[src/rtl/excPkg.sv]
package excPkg;
  typedef struct packed {
    logic entry;
    logic rfe;
    logic trap;
    logic bad;
    logic illegal;
    logic resume;
  } excStrobe_t;
endpackage

[src/rtl/excCtrl.sv]
module excCtrl
  import excPkg::*;
#(
  parameter int CAUSE_W = 5,
  parameter int CAUSE_MIN = 2,
  parameter int CAUSE_MAX = 13,
  parameter int CAUSE_TRAP = 14,
  parameter int CAUSE_ILLEGAL = 7,
  parameter int CAUSE_RES0 = 5,
  parameter int CAUSE_RES1 = 8,
  parameter int CAUSE_RES2 = 11
) (
  input  logic               clk,
  input  logic               rstN,
  input  logic               excReq,
  input  logic [CAUSE_W-1:0] excCause,
  input  logic               rfeReq,
  output excStrobe_t         strobe,
  output logic               redirectValid,
  output logic               statusWe,
  output logic               delayClr,
  output logic               haltValid,
  output logic               causeErr
);
  localparam logic [CAUSE_W-1:0] cMin  = CAUSE_W'(CAUSE_MIN);
  localparam logic [CAUSE_W-1:0] cMax  = CAUSE_W'(CAUSE_MAX);
  localparam logic [CAUSE_W-1:0] cTrap = CAUSE_W'(CAUSE_TRAP);
  localparam logic [CAUSE_W-1:0] cIll  = CAUSE_W'(CAUSE_ILLEGAL);

  logic inRange;
  logic isTrap;

  always_comb begin
    inRange = (excCause >= cMin) && (excCause <= cMax);
    isTrap  = (excCause == cTrap);
    strobe.entry   = excReq && inRange;
    strobe.trap    = excReq && isTrap;
    strobe.bad     = excReq && !inRange && !isTrap;
    strobe.rfe     = rfeReq && !excReq;
    strobe.illegal = excReq && (excCause == cIll);
    strobe.resume  = (excCause == CAUSE_W'(CAUSE_RES0)) ||
                     (excCause == CAUSE_W'(CAUSE_RES1)) ||
                     (excCause == CAUSE_W'(CAUSE_RES2));
  end

  always_ff @(posedge clk) begin
    if (!rstN) begin
      redirectValid <= 1'b0;
      statusWe      <= 1'b0;
      delayClr      <= 1'b0;
      haltValid     <= 1'b0;
      causeErr      <= 1'b0;
    end else begin
      redirectValid <= strobe.entry || strobe.rfe;
      statusWe      <= strobe.entry || strobe.rfe;
      delayClr      <= strobe.entry || strobe.rfe;
      haltValid     <= strobe.trap;
      causeErr      <= strobe.bad;
    end
  end

  // Only one kind of outcome per request.
  assert_one_outcome_R7: assert property (@(posedge clk) disable iff (!rstN)
    $onehot0({redirectValid, haltValid, causeErr}));

  // A return colliding with a bad cause must not redirect.
  assert_rfe_dropped_R10: assert property (@(posedge clk) disable iff (!rstN)
    (excReq && rfeReq && !inRange) |=> !redirectValid);

  // Trap never redirects.
  assert_trap_no_redirect_R6: assert property (@(posedge clk) disable iff (!rstN)
    (excReq && isTrap) |=> (haltValid && !statusWe));
endmodule

[src/rtl/excDatapath.sv]
module excDatapath
  import excPkg::*;
#(
  parameter int ADDR_W = 32,
  parameter int SR_W = 32,
  parameter int CAUSE_W = 5,
  parameter int VEC_SHIFT = 8,
  parameter logic [ADDR_W-1:0] HI_BASE = 32'hF000_0000,
  parameter int HIVEC_BIT = 14,
  parameter int DSX_BIT = 13,
  parameter int INSN_BYTES = 4
) (
  input  logic               clk,
  input  logic               rstN,
  input  excStrobe_t         strobe,
  input  logic [CAUSE_W-1:0] excCause,
  input  logic [ADDR_W-1:0]  excPc,
  input  logic               excInDelay,
  input  logic [SR_W-1:0]    statusIn,
  output logic [ADDR_W-1:0]  redirectPc,
  output logic [SR_W-1:0]    statusWrData,
  output logic [ADDR_W-1:0]  haltPc,
  output logic [ADDR_W-1:0]  epcOut,
  output logic [SR_W-1:0]    esrOut,
  output logic [ADDR_W-1:0]  eearOut
);
  localparam int PAD_W = ADDR_W - CAUSE_W - VEC_SHIFT;
  localparam logic [ADDR_W-1:0] STEP = ADDR_W'(INSN_BYTES);

  logic [ADDR_W-1:0] vecOffset;
  logic [ADDR_W-1:0] vecAddr;
  logic [ADDR_W-1:0] epcNext;
  logic [SR_W-1:0]   srMarked;

  always_comb begin
    vecOffset = {{PAD_W{1'b0}}, excCause, {VEC_SHIFT{1'b0}}};
    vecAddr   = (statusIn[HIVEC_BIT] ? HI_BASE : '0) + vecOffset;
    epcNext   = excPc + (strobe.resume ? STEP : '0) - (excInDelay ? STEP : '0);
    srMarked  = statusIn;
    srMarked[DSX_BIT] = excInDelay;
  end

  always_ff @(posedge clk) begin
    if (!rstN) begin
      redirectPc   <= '0;
      statusWrData <= '0;
      haltPc       <= '0;
      epcOut       <= '0;
      esrOut       <= '0;
      eearOut      <= '0;
    end else begin
      if (strobe.entry) begin
        redirectPc   <= vecAddr;
        statusWrData <= srMarked;
        epcOut       <= epcNext;
        esrOut       <= statusIn;
        if (strobe.illegal) eearOut <= excPc;
      end else if (strobe.rfe) begin
        redirectPc   <= epcOut;
        statusWrData <= esrOut;
      end
      if (strobe.trap) haltPc <= excPc;
    end
  end

  assert_vec_aligned_R1: assert property (@(posedge clk) disable iff (!rstN)
    strobe.entry |=> (redirectPc[VEC_SHIFT-1:0] == '0));

  assert_shadow_copy_R2: assert property (@(posedge clk) disable iff (!rstN)
    strobe.entry |=> (esrOut == $past(statusIn)));

  assert_rfe_target_R8: assert property (@(posedge clk) disable iff (!rstN)
    strobe.rfe |=> (redirectPc == $past(epcOut) && statusWrData == $past(esrOut)));

  assert_bad_keeps_state_R7: assert property (@(posedge clk) disable iff (!rstN)
    strobe.bad |=> ($stable(epcOut) && $stable(esrOut) && $stable(eearOut)));

  assert_halt_pc_R6: assert property (@(posedge clk) disable iff (!rstN)
    strobe.trap |=> (haltPc == $past(excPc) && $stable(epcOut)));
endmodule

[src/rtl/excEntryCtl.sv]
module excEntryCtl
  import excPkg::*;
#(
  parameter int ADDR_W = 32,
  parameter int SR_W = 32,
  parameter int CAUSE_W = 5,
  parameter int VEC_SHIFT = 8,
  parameter logic [ADDR_W-1:0] HI_BASE = 32'hF000_0000,
  parameter int HIVEC_BIT = 14,
  parameter int DSX_BIT = 13
) (
  input  logic               clk,
  input  logic               rstN,
  input  logic               excReq,
  input  logic [CAUSE_W-1:0] excCause,
  input  logic [ADDR_W-1:0]  excPc,
  input  logic               excInDelay,
  input  logic [SR_W-1:0]    statusIn,
  input  logic               rfeReq,
  output logic               redirectValid,
  output logic [ADDR_W-1:0]  redirectPc,
  output logic               statusWe,
  output logic [SR_W-1:0]    statusWrData,
  output logic               delayClr,
  output logic               haltValid,
  output logic [ADDR_W-1:0]  haltPc,
  output logic               causeErr,
  output logic [ADDR_W-1:0]  epcOut,
  output logic [SR_W-1:0]    esrOut,
  output logic [ADDR_W-1:0]  eearOut
);
  excStrobe_t strobe;

  excCtrl #(.CAUSE_W(CAUSE_W)) i_ctrl (
    .clk(clk), .rstN(rstN), .excReq(excReq), .excCause(excCause),
    .rfeReq(rfeReq), .strobe(strobe), .redirectValid(redirectValid),
    .statusWe(statusWe), .delayClr(delayClr), .haltValid(haltValid),
    .causeErr(causeErr)
  );

  excDatapath #(
    .ADDR_W(ADDR_W), .SR_W(SR_W), .CAUSE_W(CAUSE_W), .VEC_SHIFT(VEC_SHIFT),
    .HI_BASE(HI_BASE), .HIVEC_BIT(HIVEC_BIT), .DSX_BIT(DSX_BIT)
  ) i_dp (
    .clk(clk), .rstN(rstN), .strobe(strobe), .excCause(excCause),
    .excPc(excPc), .excInDelay(excInDelay), .statusIn(statusIn),
    .redirectPc(redirectPc), .statusWrData(statusWrData), .haltPc(haltPc),
    .epcOut(epcOut), .esrOut(esrOut), .eearOut(eearOut)
  );

  assert_delay_clear_R9: assert property (@(posedge clk) disable iff (!rstN)
    delayClr == redirectValid);
endmodule

[config.mk]
export PLATFORM = sky130hd
export DESIGN_NAME = excEntryCtl
export DESIGN_NICKNAME = d
export VERILOG_FILES = /design/src/rtl/excPkg.sv /design/src/rtl/excCtrl.sv /design/src/rtl/excDatapath.sv /design/src/rtl/excEntryCtl.sv
export SDC_FILE = /design/constraint.sdc
export NUM_CORES = 1
export LEC_CHECK = 0
export BUFFER_PORTS_ARGS = -buffer_cell sky130_fd_sc_hd__buf_2
export CAP_MARGIN = 30
export CORE_MARGIN = 4
export CORE_UTILIZATION = 55
export DETAILED_ROUTE_END_ITERATION = 7
export HOLD_SLACK_MARGIN = 0.08
export PLACE_DENSITY = 0.87
export SYNTH_ARGS = -nofsm -noshare
export SYNTH_HDL_FRONTEND = slang
export SYNTH_SLANG_ARGS = --single-unit
[constraint.sdc]
create_clock -name clk -period 8.2 [get_ports clk]
set_clock_uncertainty 0.1 [all_clocks]
set_input_delay 0.82 -clock clk [delete_from_list [all_inputs] [get_ports clk]]
set_output_delay 0.82 -clock clk [all_outputs]
set_load 0.1 [all_outputs]
==> results.toml, run 1 <==
[status]
status = "finished, final reports clean"

[pwr]
p_seq_share_pct = 41.3
switching_share_pct = 34.5
p_switching_mw = 0.839
cellLeakagePower_nw = 5.04
power.total_mw = 2.43
p_int_mw = 1.59
vdd_ir_drop_max_mv = 0.141
p_per_area_nw_per_um2 = 222
pwr-share-clk_pct = 35.3
pwr-share-comb_pct = 23.4

[placed_design]
place_hpwl_mm = 18.2
placed_cell_area_sq_um = 10300
numPlacedInstances = 1599
io_buffers = 270
gp_congestion = 0.930
pre_cts_slack_ns = 4.06

[route]
postRouteAntennaNets = 0
wire_per_inst_um = 15.7
first_pass_iters = 6
post-route-drc-count = 0
avgViaCountPerCell = 5.52
first_iter_violations = 792
routed_wl_mm = 25.6
route.vias.total = 9010

[timing]
fin_crit_ns = 3.78
hold_viol = 0
finalWorstSetupSlack_ns = 4.42
tightest_slew_ns = 0.998
fin_setup_tns_ns = 0
max_freq_mhz = 265
fin_worst_hold_slack_ns = 0.353
slew_viol_final = 0
rsz0062_at_grt = "no"
fin_crit_sh_pct = 46.1
finalSetupViolCount = 0
slew_headroom_pct = 33.5

[layout]
final_cell_area_sq_um = 11000
final_cell_mix = "nand2_1 (412), buf_2 (270), a21oi_1 (197)"
areaGrowthSynthToFinish_pct = 23.4
fin_cells = 1631
diodes = 0
drive_gt1_share_pct = 24.0
final_util_pct = 69.0
layout_commonest_cell = "nand2_1"
fin_nets = 1507
nFillCells = 1300

[clocking]
clk_latency_ns = 0.42
cts_resized = 0
hold_buffers = 0
clk_pin_slew_worst_paths_ns = 0.07
cts.sinks = 195
h-tree-depth = 4
cts_made_buffers = 17
clockBufferDepth = 2
postCtsSetupRepairBufs = 0
ctsRootBufferMaster = "clkbuf_16"
cts_tree = "yes"

[global_route]
grt_pass1_vias = 8101
grt_max_degree = 101
grt_pass1_wl_mm = 40.6
antenna_found_initial = 0
grt.total_usage_pct = 27.1
grt-ovfl-total = 0
use_met3_pct = 5.66
gr-usage-met1_pct = 36.5
met2_usage_pct = 44.3
grt-busiest-layer = "met2"

[worst_setup_path]
path_buf_inv = 2
crit_required_ns = 8.41
critical_path_class = "primary input to flip-flop"
slowest_stage = "fa_1"
start_kind = "primary input"
crit_family = "compound AO/OA/AOI/OAI gates"
cp_slowest_stage_delay_ns = 0.48
cp_cell_sequence = "buf_2 -> nor2b_1 -> and3b_1 -> o21bai_1 -> fa_1 -> inv_1 -> ha_1 -> o21ba_1 -> o211ai_4 -> a211oi_4 -> a21oi_4 -> a31oi_4 -> a2111oi_2 -> mux2i_1 -> nand2_1"
end_kind = "flip-flop"
arrival_ns = 3.99
critPathMaxFanout = 6

[floorplanning]
die-area_sq_um = 18300
start_util_pct = 55.9
die_width_um = 135
dieHeight_um = 135
rows = 46
pin_count = 271
fp.coreArea_sq_um = 15900

[synth]
ys_ff_latch = 195
synth_compound_area_share_pct = 19.5
synth_xor_area_share_pct = 2.17
synth_edf_count = 0
yosys_warnings = 0
yosys.area_share.simple_pct = 24.0
synth_area_leaders = "dfxtp_1 (44%), nand2_1 (17%), a21oi_1 (11%)"
synth_top_family_by_area = "simple AND/OR/NAND/NOR gates"
synthMuxAreaShare_pct = 0.789
netlist_area_sq_um = 8880
seq_area_frac_synth_pct = 43.9
synth_top_area_share_pct = 43.9
yosys.area_share.adder_pct = 4.45
syn-mean-instance-area_sq_um = 7.54
syn_nets = 1284
postSynthCellCount = 1179
ys.flop_type = "dfxtp_1"
yosysTopAreaCell = "dfxtp_1"
synth_cell_types = 62
async_flop_share_pct = 0

[worst_hold_path]
worstHoldPathType = "flip-flop to flip-flop"

[run]
max-cap-violations = 0
[layer usage]
layer	up-vias	part of all wire, %
li1	4361	-
met1	4188	43
met2	416	47
met3	45	8.3
met4	0	2.2
met5	-	0
[power groups by stage]
stage | clock network, mW | registers [mW] | logic (mW)
final | 0.857 | 1.00 | 0.569
after global routing | 0.913 | 1.01 | 0.603
after CTS | 0.870 | 1.00 | 0.565
after detailed placement | 0 | 1.03 | 0.562
after global placement | 0 | 1.03 | 0.554
after floorplan | 0 | 1.26 | 0.215
[cell families (layout without fill, tap and decap cells)]
family,Yosys count,after routing
muxes,7,7
DFF,195,195
xor gates and xnor gates,22,22
adders and majority gates,31,31
AOI/OAI and AO/OA,282,282
and+or+nand+nor,525,525
buffers and inverters,117,353
[synthesized netlist by cell type (5+ instances only)]
library cell	instances
ha_1	30
clkbuf_1	63
nor2_1	33
o21ai_0	11
nand3_1	38
a21oi_1	197
nand4_1	6
dfxtp_1	195
xor2_1	5
o21bai_1	5
xnor2_1	17
buf_2	8
inv_1	41
or3_1	5
nor3_1	11
nand2_1	412
a31oi_1	8
mux2i_1	7
a21o_1	12
[worst reg2reg max path: stages (launching register included)]
cell and delay (ns):
dfxtp_1 0.39, nand2_1 0.07, nand2_1 0.07, nand2_1 0.05, a21oi_1 0.18
[area by class of cell]
cell class	instances	area, sq um	share of cell area, %
flip-flops and latches	195	3900	35.6
well taps	216	270	2.47
inverters	41	159	1.45
clock buffers	21	470	4.29
repair buffers	280	1470	13.4
clock inverters	11	143	1.30
multi-input cells	867	4550	41.5
[path summary, 6_finish.rpt]
path / start / endpoint / slack [ns] / cells after the start
worst max-delay path: excCause[0] / i_dp.epcOut[26] / 4.42 / 15
worst min-delay path: i_dp.haltPc[29] / i_dp.haltPc[29] / 0.35 / 2
worst max register to register: i_dp.statusWrData[8] / i_dp.statusWrData[8] / 7.28 / 4
worst min register to register: i_dp.haltPc[29] / i_dp.haltPc[29] / 0.35 / 2
[registers in the layout (all words and copies together), names as in the netlist]
register,count
i_dp.redirectPc,32
i_dp.statusWrData,32
i_dp.haltPc,32
i_ctrl.causeErr,1
i_dp.epcOut,32
i_dp.eearOut,32
i_dp.esrOut,32
i_ctrl.redirectValid,1
i_ctrl.haltValid,1
Power figures use the tool's default switching activity.
==> run 2, diff against run 1 <==
--- a/config.mk
+++ b/config.mk
@@ -8,10 +8,10 @@
 export BUFFER_PORTS_ARGS = -buffer_cell sky130_fd_sc_hd__buf_2
 export CAP_MARGIN = 30
 export CORE_MARGIN = 4
-export CORE_UTILIZATION = 55
+export CORE_UTILIZATION = 47
 export DETAILED_ROUTE_END_ITERATION = 7
 export HOLD_SLACK_MARGIN = 0.08
-export PLACE_DENSITY = 0.87
+export PLACE_DENSITY = 0.79
 export SYNTH_ARGS = -nofsm -noshare
 export SYNTH_HDL_FRONTEND = slang
 export SYNTH_SLANG_ARGS = --single-unit
==> constraint.sdc (replaced) <==
create_clock -name clk -period 3.34 [get_ports clk]
set_clock_uncertainty 0.1 [all_clocks]
set_input_delay 0.334 -clock clk [delete_from_list [all_inputs] [get_ports clk]]
set_output_delay 0.334 -clock clk [all_outputs]
set_load 0.1 [all_outputs]
==> run 2 against run 1 <==
Non-clock buffer count up 84. Combinational power rose to 2.6 times the previous value. First-iteration DRC count down 18%. Count of clock-buffer cells in the layout down 3. Critical endpoint is now i_dp.epcOut[31]. Largest power group unchanged. Highest routed layer unchanged.
==> results.toml, run 2 (synthesis gave the netlist of run 1 again) <==
[status]
status = "finished, final reports clean"

[layout]
final_util_pct = 63.3
final_cell_mix = "nand2_1 (412), buf_2 (269), a21oi_1 (196)"
drive_gt1_share_pct = 24.5
diodes = 0
regArea_sq_um = 3900
fin_nets = 1591
nFillCells = 1613
multi_input_area_sq_um = 4560
areaGrowthSynthToFinish_pct = 32.8
final_cell_area_sq_um = 11800
layout_commonest_cell = "nand2_1"

[global_route]
grt-ovfl-total = 0
grt_max_degree = 108
grt_pass1_vias = 8667
antenna_found_initial = 0
grt.total_usage_pct = 25.1
grt_pass1_wl_mm = 44.6

[pwr]
vdd_ir_drop_max_mv = 0.341
p_per_area_nw_per_um2 = 519
cellLeakagePower_nw = 5.44

[route]
route.vias.total = 9227
first_pass_iters = 5
postRouteAntennaNets = 0
top_layer = "met4"
wl_met3_mm = 1.92
wl_met1_mm = 11.7
route.met2.wl_mm = 13.0
wire_per_inst_um = 15.8
avgViaCountPerCell = 5.32
post-route-drc-count = 0
first_iter_violations = 652
routed_wl_mm = 27.4

[worst_setup_path]
critical_path_class = "primary input to flip-flop"
reg2reg_slack_ns = 2.41
arrival_ns = 3.35
slowest_stage = "fa_1"
end_kind = "flip-flop"
crit_required_ns = 3.56
cp_slowest_stage_delay_ns = 0.48
r2r-start = "i_dp.epcOut[29]"
startpoint = "excCause[1]"
critPathMaxFanout = 4
start_kind = "primary input"
cp_cell_sequence = "buf_2 -> xnor2_1 -> nand2_1 -> nor2_1 -> o21bai_1 -> fa_1 -> inv_1 -> ha_1 -> o211ai_1 -> a21oi_2 -> o211a_4 -> a2111oi_4 -> nor2_2 -> a221oi_2 -> mux2i_1 -> a31o_1"

[floorplanning]
pin_count = 271
dieHeight_um = 145
die_width_um = 145
fp.coreArea_sq_um = 18600
start_util_pct = 47.7
die-area_sq_um = 21200
rows = 50

[clocking]
clk_pin_slew_worst_paths_ns = 0.07
cts_made_buffers = 17
ctsRootBufferMaster = "clkbuf_16"
cts.sinks = 195
clk_latency_ns = 0.43
h-tree-depth = 4
clockBufferDepth = 2
cts_tree = "yes"

[timing]
hold_viol = 0
max_freq_mhz = 320
finalSetupViolCount = 0
slew_headroom_pct = 46.1
slew_viol_final = 0
tightest_slew_ns = 0.809
fin_crit_sh_pct = 93.7
rsz0062_at_grt = "no"
fin_crit_ns = 3.13

[placed_design]
placed_cell_area_sq_um = 10500
io_buffers = 270
gp_congestion = 0.891
place_hpwl_mm = 18.8

[run]
max-cap-violations = 0

[worst_hold_path]
worstHoldPathType = "primary input to flip-flop"
hp-start = "excPc[3]"
## run 2: cell types whose count changed in the layout (fill, tap and decap cells not counted), moves of 2 or more
cell / before / now
buf_12: 0 / 2
clkbuf_8: 3 / 0
buf_4: 8 / 32
dlygate4sd3_1: 0 / 59
clkinvlp_4: 3 / 0
inv_8: 3 / 5
clkinv_8: 0 / 2
## run 2: final cells by class
type                    instances  share of cell area, %
flip-flops and latches        195                   33.1
multi-input cells             867                   38.7
clock inverters                14                   1.60
repair buffers                364                   19.1
clock buffers                  18                   3.64
inverters                      41                   1.35
well taps                     234                   2.48
## run 2: path summary, 6_finish.rpt
path | endpoint | cells past startpoint
worst max register to register | i_dp.epcOut[29] | 2
worst min-delay path | i_dp.eearOut[3] | 3
worst min register to register | i_dp.eearOut[0] | 2
worst max-delay path | i_dp.epcOut[31] | 16
## run 2: critical path: cells and delay by family
family / cells / cell delay [ns]
simple gates: 3 / 0.27
xor+xnor: 1 / 0.15
buf+inv: 2 / 0.18
compound gates: 7 / 1.61
fa+ha+maj: 2 / 0.68
mux: 1 / 0.11
## run 2: stage by stage
| step | setup slack (ns) | cells | hold slack, ns | total power [mW] | TNS, ns |
|---|---|---|---|---|---|
| 2_1_floorplan | 0.00737 | 1179 | 0.353 | 3.62 | 0 |
| 5_1_grt | 0.0517 | 1733 | 0.0875 | 6.34 | 0 |
| 3_5_place_dp | -0.163 | 1640 | 0.343 | 3.94 | -1.42 |
| 6_report | 0.211 | 1733 | 0.0959 | 6.12 | 0 |
| 4_1_cts | 0.0358 | 1732 | 0.0800 | 6.14 | 0 |
| 3_3_place_gp | -0.0686 | 1639 | 0.338 | 3.93 | -0.253 |
## run 2: layer usage
metal,global-route usage [%],vias up
li1,-,4533
met1,32.0,4286
met2,41.3,363
met3,6.14,45
met4,9.16,0
met5,0,-
## run 2: power by group
group | total [mW] | internal [mW] | switching (mW) | leakage [nW]
Clock | 2.15 | 1.15 | 0.999 | 0.305
Combinational | 1.50 | 0.396 | 1.11 | 3.55
Sequential | 2.46 | 2.41 | 0.0595 | 1.58
## run 2: what timing repair did
action,4_1_cts,5_1_grt
gates resized for setup,0,5
setup buffers,0,2
setup endpoints to repair,0,9
endpoints found under the hold margin,107,0
hold buffers,60,0
==> run 3, diff against run 2 <==
--- a/config.mk
+++ b/config.mk
@@ -8,10 +8,10 @@
 export BUFFER_PORTS_ARGS = -buffer_cell sky130_fd_sc_hd__buf_2
 export CAP_MARGIN = 30
 export CORE_MARGIN = 4
-export CORE_UTILIZATION = 47
+export CORE_UTILIZATION = 52
 export DETAILED_ROUTE_END_ITERATION = 7
 export HOLD_SLACK_MARGIN = 0.08
-export PLACE_DENSITY = 0.79
+export PLACE_DENSITY = 0.83
 export SYNTH_ARGS = -nofsm -noshare
 export SYNTH_HDL_FRONTEND = slang
 export SYNTH_SLANG_ARGS = --single-unit
==> constraint.sdc (replaced) <==
create_clock -name clk -period 3.4 [get_ports clk]
set_clock_uncertainty 0.1 [all_clocks]
set_input_delay 0.34 -clock clk [delete_from_list [all_inputs] [get_ports clk]]
set_output_delay 0.34 -clock clk [all_outputs]
set_load 0.1 [all_outputs]
==> run 3 against run 2 <==
Non-clock buffer count shrank 9. Combinational power about the same. First-iteration DRC count shrank 5.4%. Sequential share of layout area increased by 0.25 points. Clock power decreased by 4%. Power decreased by 2.4%. Final cell count down 1.4%.
==> results.toml, run 3 (synthesis gave the netlist of run 1 again) <==
[status]
status = "finished, final reports clean"

[route]
route.vias.total = 9513
postRouteAntennaNets = 0
post-route-drc-count = 0
wire_per_inst_um = 16.5
first_iter_violations = 617
routed_wl_mm = 28.2
avgViaCountPerCell = 5.57
first_pass_iters = 5

[worst_setup_path]
crit_family = "compound AO/OA/AOI/OAI gates"
critPathMaxFanout = 3
slowest_stage = "fa_1"
cp_cell_sequence = "buf_2 -> nor2b_1 -> and3b_1 -> o21bai_2 -> fa_1 -> inv_2 -> ha_2 -> o21ba_2 -> o211ai_4 -> a211oi_4 -> a21oi_4 -> a31oi_4 -> a2111oi_4 -> mux2i_1 -> nand2_1"
end_kind = "flip-flop"
cp_slowest_stage_delay_ns = 0.52
path_buf_inv = 2
start_kind = "primary input"
critical_path_class = "primary input to flip-flop"
arrival_ns = 3.40
crit_cells = 15
rr_worst_depth = 2
crit_required_ns = 3.62

[layout]
areaGrowthSynthToFinish_pct = 31.8
layout_commonest_cell = "nand2_1"
drive_gt1_share_pct = 24.6
final_cell_mix = "nand2_1 (412), buf_2 (268), a21oi_1 (196)"
diodes = 0
fin_nets = 1582

[clocking]
clockBufferDepth = 2
h-tree-depth = 4
cts_tree = "yes"
cts.sinks = 195
cts_made_buffers = 17
clk_latency_ns = 0.43
clk_pin_slew_worst_paths_ns = 0.08
ctsRootBufferMaster = "clkbuf_16"

[pwr]
vdd_ir_drop_max_mv = 0.344
switching_share_pct = 35.4
pwr-share-comb_pct = 24.9
p_seq_share_pct = 40.5
p_switching_mw = 2.11
p_int_mw = 3.86
cellLeakagePower_nw = 5.37
power.total_mw = 5.97
p_per_area_nw_per_um2 = 510
pwr-share-clk_pct = 34.6

[timing]
slew_viol_final = 0
tightest_slew_ns = 0.773
fin_setup_tns_ns = 0
max_freq_mhz = 314
hold_viol = 0
fin_crit_sh_pct = 93.6
rsz0062_at_grt = "no"
fin_crit_ns = 3.18
finalSetupViolCount = 0
finalWorstSetupSlack_ns = 0.216
fin_worst_hold_slack_ns = 0.0966
slew_headroom_pct = 48.4

[floorplanning]
die_width_um = 139
dieHeight_um = 139
start_util_pct = 53.4
pin_count = 271
rows = 47
fp.coreArea_sq_um = 16600
die-area_sq_um = 19200

[global_route]
grt_pass1_wl_mm = 44.7
grt.total_usage_pct = 27.8
grt_max_degree = 97
antenna_found_initial = 0
grt_pass1_vias = 8942
grt-ovfl-total = 0

[placed_design]
place_hpwl_mm = 18.9
pre_cts_slack_ns = -0.173
io_buffers = 270
gp_congestion = 0.930

[worst_hold_path]
hold_depth = 3
worstHoldPathType = "primary input to flip-flop"

[run]
max-cap-violations = 0
run 3: metrics by stage:
step,instances,area (sq um),utilization [%]
6_report,1709,11700,70.3
5_1_grt,1709,11700,70.3
4_1_cts,1710,11700,70.0
3_5_place_dp,1621,10500,62.9
3_3_place_gp,1621,10500,62.9
2_1_floorplan,1179,8890,-
run 3: worst paths after layout:
path | from | end | slack (ns)
min | excPc[9] | i_dp.haltPc[9] | 0.1
max reg2reg | i_dp.epcOut[10] | i_dp.redirectPc[10] | 2.49
max | excCause[0] | i_dp.epcOut[26] | 0.22
min reg2reg | i_dp.haltPc[28] | i_dp.haltPc[28] | 0.35
run 3: repair_timing:
item | 4_1_cts | 5_1_grt
setup endpoints to repair | 0 | 12
setup buffers | 0 | 1
hold buffers | 58 | 0
hold endpoints to repair | 101 | 0
resized for setup | 0 | 15
run 3: layout make-up:
| type | instances | area [sq um] |
|---|---|---|
| flip-flops and latches | 195 | 3900 |
| inverters | 41 | 159 |
| clock inverters | 14 | 173 |
| clock buffers | 17 | 425 |
| well taps | 220 | 275 |
| multi-input cells | 867 | 4600 |
| repair buffers | 355 | 2170 |
| fillers | 1278 | 4930 |
run 3: power by group through the flow:
stage               sequential [mW]  combinational (mW)  clock [mW]
finish                         2.42                1.49        2.06
floorplan                      3.03               0.520           0
detailed placement             2.47                1.40           0
CTS                            2.42                1.46        2.09
global route                   2.43                1.57        2.17
global placement               2.47                1.38           0
run 3: tightest hold or removal path, stage by stage:
cell,delay [ns]
buf_2,0.14
nand2_1,0.06
a21oi_1,0.05
run 3: layer usage:
layer  part of all wire, %  up-vias  wire length [um]  track usage [%]
met1                    41     4418             11500             34.9
li1                      -     4505                 -                -
met4                   2.9        0               819             11.3
met2                    47      513             13400             46.2
met5                     0        -                 0                0
met3                   8.7       77              2460             6.45
